===== config.mk =====
export PLATFORM = sky130hd
export DESIGN_NAME = bit_timing
export DESIGN_NICKNAME = d
export VERILOG_FILES = /design/src/rtl/bt_pkg.sv /design/src/rtl/bt_prescaler.sv /design/src/rtl/bt_edge_det.sv /design/src/rtl/bt_phase_err.sv /design/src/rtl/bt_seq.sv /design/src/rtl/bit_timing.sv
export SDC_FILE = /design/constraint.sdc
export NUM_CORES = 1
export LEC_CHECK = 0
export BUFFER_PORTS_ARGS = -buffer_cell sky130_fd_sc_hd__buf_2
export CAP_MARGIN = 20
export CORE_ASPECT_RATIO = 2
export CORE_MARGIN = 1.5
export CORE_UTILIZATION = 35
export DETAILED_ROUTE_END_ITERATION = 6
export GPL_TIMING_DRIVEN = 0
export PLACE_DENSITY = 0.64
export SYNTH_ARGS = -nofsm -noshare
export SYNTH_HDL_FRONTEND = slang
export SYNTH_HIERARCHICAL = 1
export SYNTH_SLANG_ARGS = --single-unit
export TNS_END_PERCENT = 1

===== constraint.sdc =====
create_clock -name clk -period 4.9 [get_ports clk]
set_clock_uncertainty 0.1 [all_clocks]
set_input_delay 0.735 -clock clk [delete_from_list [all_inputs] [get_ports clk]]
set_output_delay 0.735 -clock clk [all_outputs]
set_load 0.1 [all_outputs]

===== src/rtl/bt_pkg.sv =====
package bt_pkg;

    typedef enum logic [1:0] {
        SEG_SYNC = 2'd0,
        SEG_PROP = 2'd1,
        SEG_PH1  = 2'd2,
        SEG_PH2  = 2'd3
    } seg_e;

endpackage


===== src/rtl/bt_prescaler.sv =====
module bt_prescaler #(
    parameter int BRP_W = 8
) (
    input  logic             clk,
    input  logic             rst_n,
    input  logic [BRP_W-1:0] cfg_brp,
    output logic             tick_o
);

    logic [BRP_W-1:0] cnt_d, cnt_q;
    logic             wrap;

    always_comb begin
        wrap   = (cnt_q >= cfg_brp);
        cnt_d  = wrap ? '0 : cnt_q + BRP_W'(1);
        tick_o = wrap && rst_n;
    end

    always_ff @(posedge clk) begin
        if (!rst_n) cnt_q <= '0;
        else        cnt_q <= cnt_d;
    end

endmodule


===== src/rtl/bt_edge_det.sv =====
module bt_edge_det (
    input  logic clk,
    input  logic rst_n,
    input  logic tick_i,
    input  logic rx,
    output logic lvl_o,
    output logic fall_o
);

    typedef struct packed {
        logic line;   // registered line level
        logic prev;   // level held over the previous quantum
    } ed_t;

    ed_t st_d, st_q;

    always_comb begin
        st_d      = st_q;
        st_d.line = rx;
        if (tick_i) st_d.prev = st_q.line;
        lvl_o  = st_q.line;
        fall_o = tick_i && st_q.prev && !st_q.line;
    end

    always_ff @(posedge clk) begin
        if (!rst_n) begin
            st_q.line <= 1'b1;
            st_q.prev <= 1'b1;
        end else begin
            st_q <= st_d;
        end
    end

endmodule


===== src/rtl/bt_phase_err.sv =====
module bt_phase_err #(
    parameter int SEG_W = 4,
    localparam int LEN_W = SEG_W + 1,
    localparam int ERR_W = LEN_W + 1
) (
    input  bt_pkg::seg_e     seg_i,
    input  logic [LEN_W-1:0] qcnt_i,
    input  logic [LEN_W-1:0] ph2_len_i,
    input  logic [SEG_W-1:0] cfg_prop,
    input  logic [SEG_W-1:0] cfg_sjw,
    output logic             late_o,
    output logic             early_o,
    output logic [SEG_W-1:0] adj_o,
    output logic             full_o
);
    import bt_pkg::*;

    localparam logic [ERR_W-1:0] E_ONE = ERR_W'(1);

    logic [ERR_W-1:0] e_late;
    logic [ERR_W-1:0] e_early;
    logic [ERR_W-1:0] mag;
    logic [ERR_W-1:0] sjw_ext;

    always_comb begin
        late_o  = (seg_i == SEG_PROP) || (seg_i == SEG_PH1);
        early_o = (seg_i == SEG_PH2);
        // late distance counted from the sync slot to the edge quantum
        if (seg_i == SEG_PROP) e_late = ERR_W'(qcnt_i) + E_ONE;
        else                   e_late = ERR_W'(cfg_prop) + ERR_W'(qcnt_i) + E_ONE;
        // early distance counted from the edge quantum to the end of phase 2
        e_early = ERR_W'(ph2_len_i) - ERR_W'(qcnt_i);
        mag     = late_o ? e_late : (early_o ? e_early : '0);
        sjw_ext = ERR_W'(cfg_sjw);
        full_o  = (mag <= sjw_ext);
        adj_o   = full_o ? mag[SEG_W-1:0] : cfg_sjw;
    end

endmodule


===== src/rtl/bt_seq.sv =====
module bt_seq #(
    parameter int SEG_W = 4,
    localparam int LEN_W = SEG_W + 1
) (
    input  logic             clk,
    input  logic             rst_n,
    input  logic             tick_i,
    input  logic             fall_i,
    input  logic             lvl_i,
    input  logic             bus_idle,
    input  logic [SEG_W-1:0] cfg_prop,
    input  logic [SEG_W-1:0] cfg_ph1,
    input  logic [SEG_W-1:0] cfg_ph2,
    input  logic [SEG_W-1:0] cfg_sjw,
    output logic             bit_start,
    output logic             sample_pt,
    output logic             rx_bit
);
    import bt_pkg::*;

    localparam logic [LEN_W-1:0] ONE = LEN_W'(1);

    typedef struct packed {
        seg_e             seg;
        logic [LEN_W-1:0] qcnt;
        logic [LEN_W-1:0] ph1_len;
        logic [LEN_W-1:0] ph2_len;
        logic             resynced;
        logic             bit_start;
        logic             sample_pt;
        logic             rx_bit;
    } seq_t;

    seq_t st_d, st_q;

    logic             late, early, full;
    logic [SEG_W-1:0] adj;
    logic             hard, resync;
    logic [LEN_W-1:0] ph1_eff, ph2_eff, qnext;

    bt_phase_err #(.SEG_W(SEG_W)) u_err (
        .seg_i     (st_q.seg),
        .qcnt_i    (st_q.qcnt),
        .ph2_len_i (st_q.ph2_len),
        .cfg_prop  (cfg_prop),
        .cfg_sjw   (cfg_sjw),
        .late_o    (late),
        .early_o   (early),
        .adj_o     (adj),
        .full_o    (full)
    );

    always_comb begin
        hard    = fall_i && bus_idle;
        resync  = fall_i && !bus_idle && !st_q.resynced && st_q.rx_bit && (late || early);
        ph1_eff = resync ? st_q.ph1_len + LEN_W'(adj) : st_q.ph1_len;
        ph2_eff = resync ? st_q.ph2_len - LEN_W'(adj) : st_q.ph2_len;
        qnext   = st_q.qcnt + ONE;

        st_d = st_q;
        if (tick_i) begin
            st_d.bit_start = 1'b0;
            st_d.sample_pt = 1'b0;
            if (hard) begin
                st_d.seg       = SEG_PROP;
                st_d.qcnt      = '0;
                st_d.ph1_len   = {1'b0, cfg_ph1};
                st_d.ph2_len   = {1'b0, cfg_ph2};
                st_d.resynced  = 1'b1;
                st_d.bit_start = 1'b1;
            end else begin
                unique case (st_q.seg)
                    SEG_SYNC: begin
                        st_d.seg     = SEG_PROP;
                        st_d.qcnt    = '0;
                        st_d.ph1_len = {1'b0, cfg_ph1};
                        st_d.ph2_len = {1'b0, cfg_ph2};
                    end
                    SEG_PROP: begin
                        if (resync) begin
                            st_d.ph1_len  = ph1_eff;
                            st_d.resynced = 1'b1;
                        end
                        if (qnext >= {1'b0, cfg_prop}) begin
                            st_d.seg  = SEG_PH1;
                            st_d.qcnt = '0;
                        end else begin
                            st_d.qcnt = qnext;
                        end
                    end
                    SEG_PH1: begin
                        if (resync) begin
                            st_d.ph1_len  = ph1_eff;
                            st_d.resynced = 1'b1;
                        end
                        if (qnext >= ph1_eff) begin
                            st_d.seg       = SEG_PH2;
                            st_d.qcnt      = '0;
                            st_d.sample_pt = 1'b1;
                            st_d.rx_bit    = lvl_i;
                        end else begin
                            st_d.qcnt = qnext;
                        end
                    end
                    SEG_PH2: begin
                        if (resync && full) begin
                            // edge quantum stands in for the sync slot
                            st_d.seg       = SEG_PROP;
                            st_d.qcnt      = '0;
                            st_d.ph1_len   = {1'b0, cfg_ph1};
                            st_d.ph2_len   = {1'b0, cfg_ph2};
                            st_d.resynced  = 1'b1;
                            st_d.bit_start = 1'b1;
                        end else begin
                            if (resync) begin
                                st_d.ph2_len  = ph2_eff;
                                st_d.resynced = 1'b1;
                            end
                            if (qnext >= ph2_eff) begin
                                st_d.seg       = SEG_SYNC;
                                st_d.qcnt      = '0;
                                st_d.resynced  = 1'b0;
                                st_d.bit_start = 1'b1;
                            end else begin
                                st_d.qcnt = qnext;
                            end
                        end
                    end
                    default: st_d = st_q;
                endcase
            end
        end
        bit_start = st_q.bit_start;
        sample_pt = st_q.sample_pt;
        rx_bit    = st_q.rx_bit;
    end

    always_ff @(posedge clk) begin
        if (!rst_n) begin
            st_q.seg       <= SEG_SYNC;
            st_q.qcnt      <= '0;
            st_q.ph1_len   <= ONE;
            st_q.ph2_len   <= ONE;
            st_q.resynced  <= 1'b0;
            st_q.bit_start <= 1'b0;
            st_q.sample_pt <= 1'b0;
            st_q.rx_bit    <= 1'b1;
        end else begin
            st_q <= st_d;
        end
    end

endmodule


===== src/rtl/bit_timing.sv =====
module bit_timing #(
    parameter int BRP_W = 8,
    parameter int SEG_W = 4
) (
    input  logic             clk,
    input  logic             rst_n,
    input  logic [BRP_W-1:0] cfg_brp,
    input  logic [SEG_W-1:0] cfg_prop,
    input  logic [SEG_W-1:0] cfg_ph1,
    input  logic [SEG_W-1:0] cfg_ph2,
    input  logic [SEG_W-1:0] cfg_sjw,
    input  logic             bus_idle,
    input  logic             rx,
    output logic             tq_tick,
    output logic             bit_start,
    output logic             sample_pt,
    output logic             rx_bit
);

    logic lvl, fall;

    bt_prescaler #(.BRP_W(BRP_W)) u_psc (
        .clk     (clk),
        .rst_n   (rst_n),
        .cfg_brp (cfg_brp),
        .tick_o  (tq_tick)
    );

    bt_edge_det u_edge (
        .clk    (clk),
        .rst_n  (rst_n),
        .tick_i (tq_tick),
        .rx     (rx),
        .lvl_o  (lvl),
        .fall_o (fall)
    );

    bt_seq #(.SEG_W(SEG_W)) u_seq (
        .clk       (clk),
        .rst_n     (rst_n),
        .tick_i    (tq_tick),
        .fall_i    (fall),
        .lvl_i     (lvl),
        .bus_idle  (bus_idle),
        .cfg_prop  (cfg_prop),
        .cfg_ph1   (cfg_ph1),
        .cfg_ph2   (cfg_ph2),
        .cfg_sjw   (cfg_sjw),
        .bit_start (bit_start),
        .sample_pt (sample_pt),
        .rx_bit    (rx_bit)
    );

endmodule


==> run_results.csv <==
group,metric,value,unit
clocking,clock_sinks,31,
clocking,max_root_sink_buffers,2,
routing,detailroute.via_count,3017,
routing,drt-vias-per-instance,5.475,
floorplan,chipHeight,137.8,um
grt,grt_antenna_before_repair,0,
grt,first_pass_grt_wire_length,13.92,mm
worst_hold_path,hold_path_depth,2,
routing,detail_route.wirelength,8.986,mm
run_status,outcome,"complete, but fails checks",
placement,dp_wirelength,6.739,mm
timing,finalSetupViolations,11,
critical_path,r2r_cells,26,
yosys,netlist_instances,389,
timing,period_share,113.3,%
routing,drcViolationCount,0,
placement,preCtsSetupSlack,-1233,ps
worst_hold_path,hold_path.startpoint,"u_edge/st_q[0]$_SDFFE_PN1P_",
critical_path,timing.critical_path.arrival,5630,ps
floorplan,initial_utilization,35.78,%
grt,total_overflow_reported_by_the_global_router,0,
clocking,ctsRootBufferMaster,"sky130_fd_sc_hd__clkbuf_16",
yosys,postSynth.asyncResetShare,0,%
yosys,yosys_top_cell_area_share,20.46,%
grt,grt_start_max_net_pins,13,
yosys,synth_flop_cell,"sky130_fd_sc_hd__dfxtp_1",
yosys,synth_area_leader_cell,"sky130_fd_sc_hd__ha_1",
routing,ant_nets,0,
routing,detail_route.first_pass.iterations,4,
critical_path,crit_type,"in -> reg",
cells_and_area,layout-drive-gt1-share,25.61,%
critical_path,crit_path_start_kind,"primary input",
timing,slew_headroom,51.91,%
critical_path,critical_path_required,4970,ps
timing,highest_clock_rate,0.1801,GHz
critical_path,worstSetupEndpointType,"register",
power,irDropWorstVdd,0.1586,mV
routing,routed_wire_length_per_instance,16.31,um
critical_path,crit_fanout,3,
timing,final-hold-violation-count,0,
critical_path,cp.buffers_inverters,2,
clocking,clk_pin_slew,50,ps
yosys,yosysUniqueCellTypes,56,
cells_and_area,area_growth_syn_to_layout,24.43,%
floorplan,floorplan.die.width,70.41,um
floorplan,num_io_pins,32,
placement,gpl.final_weighted_congestion,0.9633,
floorplan,core-area,8890,um^2
cells_and_area,insertedDiodeCount,0,
cells_and_area,fillCellCount,886,
yosys,synthesis.yosys.warnings,6,
clocking,tritoncts_clock_tree,"built",
power,static_power_due_to_leakage,1.717,nW
yosys,netlist_top_cells_area,"sky130_fd_sc_hd__ha_1 (20%), sky130_fd_sc_hd__dfxtp_1 (20%), sky130_fd_sc_hd__inv_1 (5.3%)",
critical_path,cpMaxStageDelayCell,"sky130_fd_sc_hd__fa_2",
run,max-cap-violations,0,
placement,port_buffers,31,
floorplan,design.die.area,9703,um^2
critical_path,cp_top_family,"compound AO/OA/AOI/OAI gates",
worst_hold_path,worst_hold_end,"u_edge/st_q[0]$_SDFFE_PN1P_",
grt,grtUsageTotal,18.45,%
timing,maxSlewViolCount,0,
yosys,synth.net_count,473,
timing,worst_max_slew_pin_slew,716.2,ps
critical_path,crit_path_max_incr_delay,360,ps
routing,dr.first_iter.drc_count,161,
timing,grt_setup_unrepaired,"yes",
grt,first_global_vias,2959,
floorplan,rows,49,
run_status,failed_checks,"setup timing",
timing,post-route-worst-setup-slack,-651.8,ps
power,power_density,169.6,nW/um^2
cells_and_area,design.final.nets,532,
yosys,post_synth_instance_area,3181,um^2
yosys,synth_edf_count,0,
worst_hold_path,holdCritPathClass,"reg -> reg",
timing,final.min_clock_period,5552,ps
placement,placed_cell_area,3477,um^2
critical_path,worst_r2r_endpoint,"u_seq/st_q[20]$_SDFFE_PN0P_",
cells_and_area,final_area,3958,um^2
clocking,post_cts_hold_buffer_count,0,
clocking,cts_inserted_buffers,5,
yosys,yosysSeqAreaShare,19.51,%
clocking,clock_tree.htree_level_count,2,
critical_path,timing.rr.start,"u_seq/st_q[15]$_SDFFE_PN0P_",
clocking,clock_insertion_delay_worst_skew,280,ps
yosys,synthMostInstantiatedCell,"sky130_fd_sc_hd__ha_1",
yosys,synth-seq-cells,31,
yosys,syn_area_per_cell,8.176,um^2
critical_path,setup.reg_to_reg.worst_slack,-550,ps
yosys,synthTopCellsByCount,"sky130_fd_sc_hd__ha_1 (52), sky130_fd_sc_hd__inv_1 (45), sky130_fd_sc_hd__nand2_1 (32)",
[cells by family after synthesis]
group / after synthesis / synth area share [%]
xor gates and xnor gates: 20 / 5.508
and+or+nand+nor: 119 / 19.75
adders and majority gates: 56 / 22.97
buffers and inverters: 51 / 6.137
DFF: 31 / 19.51
muxes: 14 / 4.917
AOI/OAI and AO/OA: 98 / 21.20
[where the power goes]
part           internal [mW]  switching, mW  total [mW]  leakage [nW]
Combinational         0.0403         0.0445      0.0848          1.39
Sequential             0.255        0.00320       0.258         0.253
Clock                  0.216          0.112       0.328        0.0772
Total                  0.511          0.160       0.671          1.72
[cells in the final DEF, fill, tap and decap left out, drive strengths merged, types with 3 or more instances in the layout]
| cell type | n |
|---|---|
| buf | 55 |
| ha | 52 |
| inv | 45 |
| nand2 | 32 |
| nor2 | 32 |
| dfxtp | 31 |
| a21oi | 29 |
| o21ai | 29 |
| nand3 | 17 |
| xnor2 | 13 |
| mux2i | 10 |
| clkbuf | 10 |
| xor2 | 7 |
| nor2b | 7 |
| o21a | 6 |
| nand2b | 5 |
| a21o | 5 |
| or3 | 5 |
| a31oi | 4 |
| and2 | 4 |
| fa | 4 |
| mux2 | 4 |
| o311ai | 4 |
| nand3b | 3 |
| o221ai | 3 |
| nand4 | 3 |
| o31ai | 3 |
| and3 | 3 |
[registers in the layout (all words and copies together) (netlist names)]
name and count:
u_edge/lvl_o 1, u_seq/rx_bit 1, u_edge/st_q 1, u_seq/sample_pt 1, u_psc/cnt_q 8, u_seq/st_q 18
u_seq/bit_start 1
[per-stage QoR]
stage	setup TNS (ps)	instances	power, mW	hold WS [ps]	util [%]
after global routing	-7361	551	0.7001	390.5	44.52
after global placement	-10320	522	0.3368	345.4	39.11
final	-5377	551	0.6712	363.7	44.52
after floorplan	-968.8	389	0.3127	329.7	-
after CTS	-3685	546	0.6733	366.4	42.90
after detailed placement	-10610	522	0.3391	353.7	39.11
[per-layer routing]
layer	vias to the layer above	track usage (%)	wire length (um)	part of all wire, %
li1	1500	-	-	-
met1	1407	17.38	3279	36
met2	81	36.32	5056	56
met3	29	2.634	264	2.9
met4	0	11.22	386	4.3
met5	-	0	0	0
[how the worst max path moves through the flow]
| stage | from | end | depth (start not counted) |
|---|---|---|---|
| 6_report | cfg_prop[1] | u_seq/st_q[20]$_SDFFE_PN0P_ | 27 |
| 5_1_grt | cfg_prop[1] | u_seq/st_q[20]$_SDFFE_PN0P_ | 27 |
| 4_1_cts | cfg_prop[1] | u_seq/st_q[16]$_SDFFE_PN0P_ | 28 |
| 3_5_place_dp | cfg_prop[1] | u_seq/st_q[20]$_SDFFE_PN0P_ | 25 |
| 3_3_place_gp | cfg_prop[1] | u_seq/st_q[20]$_SDFFE_PN0P_ | 25 |
| 2_1_floorplan | cfg_prop[1] | u_seq/st_q[20]$_SDFFE_PN0P_ | 26 |
[final cells by class]
class / instances / area, um^2 / area share [%]
timing repair buffer: 52 / 326.6 / 8.252
inverter: 46 / 172.7 / 4.363
tap: 102 / 127.6 / 3.225
sequential: 31 / 626.9 / 15.84
multi-input combinational: 307 / 2525 / 63.80
clock buffer: 8 / 156.4 / 3.952
buffer: 5 / 22.52 / 0.5691
[repair_timing]
action,4_1_cts,5_1_grt
gates resized for setup,21,21
buffers inserted,16,6
pin swaps,14,20
setup endpoints to repair,11,11
[worst reg2reg max path: stages, from the launching register on]
cell and delay, ps:
sky130_fd_sc_hd__dfxtp_2 450, sky130_fd_sc_hd__ha_4 240, sky130_fd_sc_hd__nor2b_4 120, sky130_fd_sc_hd__o31a_1 310, sky130_fd_sc_hd__a211oi_2 260, sky130_fd_sc_hd__a21oi_2 70
sky130_fd_sc_hd__o21ai_2 250, sky130_fd_sc_hd__ha_4 260, sky130_fd_sc_hd__a21oi_2 120, sky130_fd_sc_hd__o21ai_1 70, sky130_fd_sc_hd__nand2_1 110, sky130_fd_sc_hd__o311ai_4 130
sky130_fd_sc_hd__mux2i_2 290, sky130_fd_sc_hd__ha_2 240, sky130_fd_sc_hd__inv_2 40, sky130_fd_sc_hd__fa_2 360, sky130_fd_sc_hd__nor2b_1 130, sky130_fd_sc_hd__o21a_1 150
sky130_fd_sc_hd__o21ai_2 70, sky130_fd_sc_hd__xor2_1 190, sky130_fd_sc_hd__ha_2 330, sky130_fd_sc_hd__o21ai_1 60, sky130_fd_sc_hd__nand3b_1 130, sky130_fd_sc_hd__o41ai_4 110
sky130_fd_sc_hd__a221o_1 350, sky130_fd_sc_hd__and3_1 180, sky130_fd_sc_hd__o31a_1 230
Power figures use the tool's default switching activity.
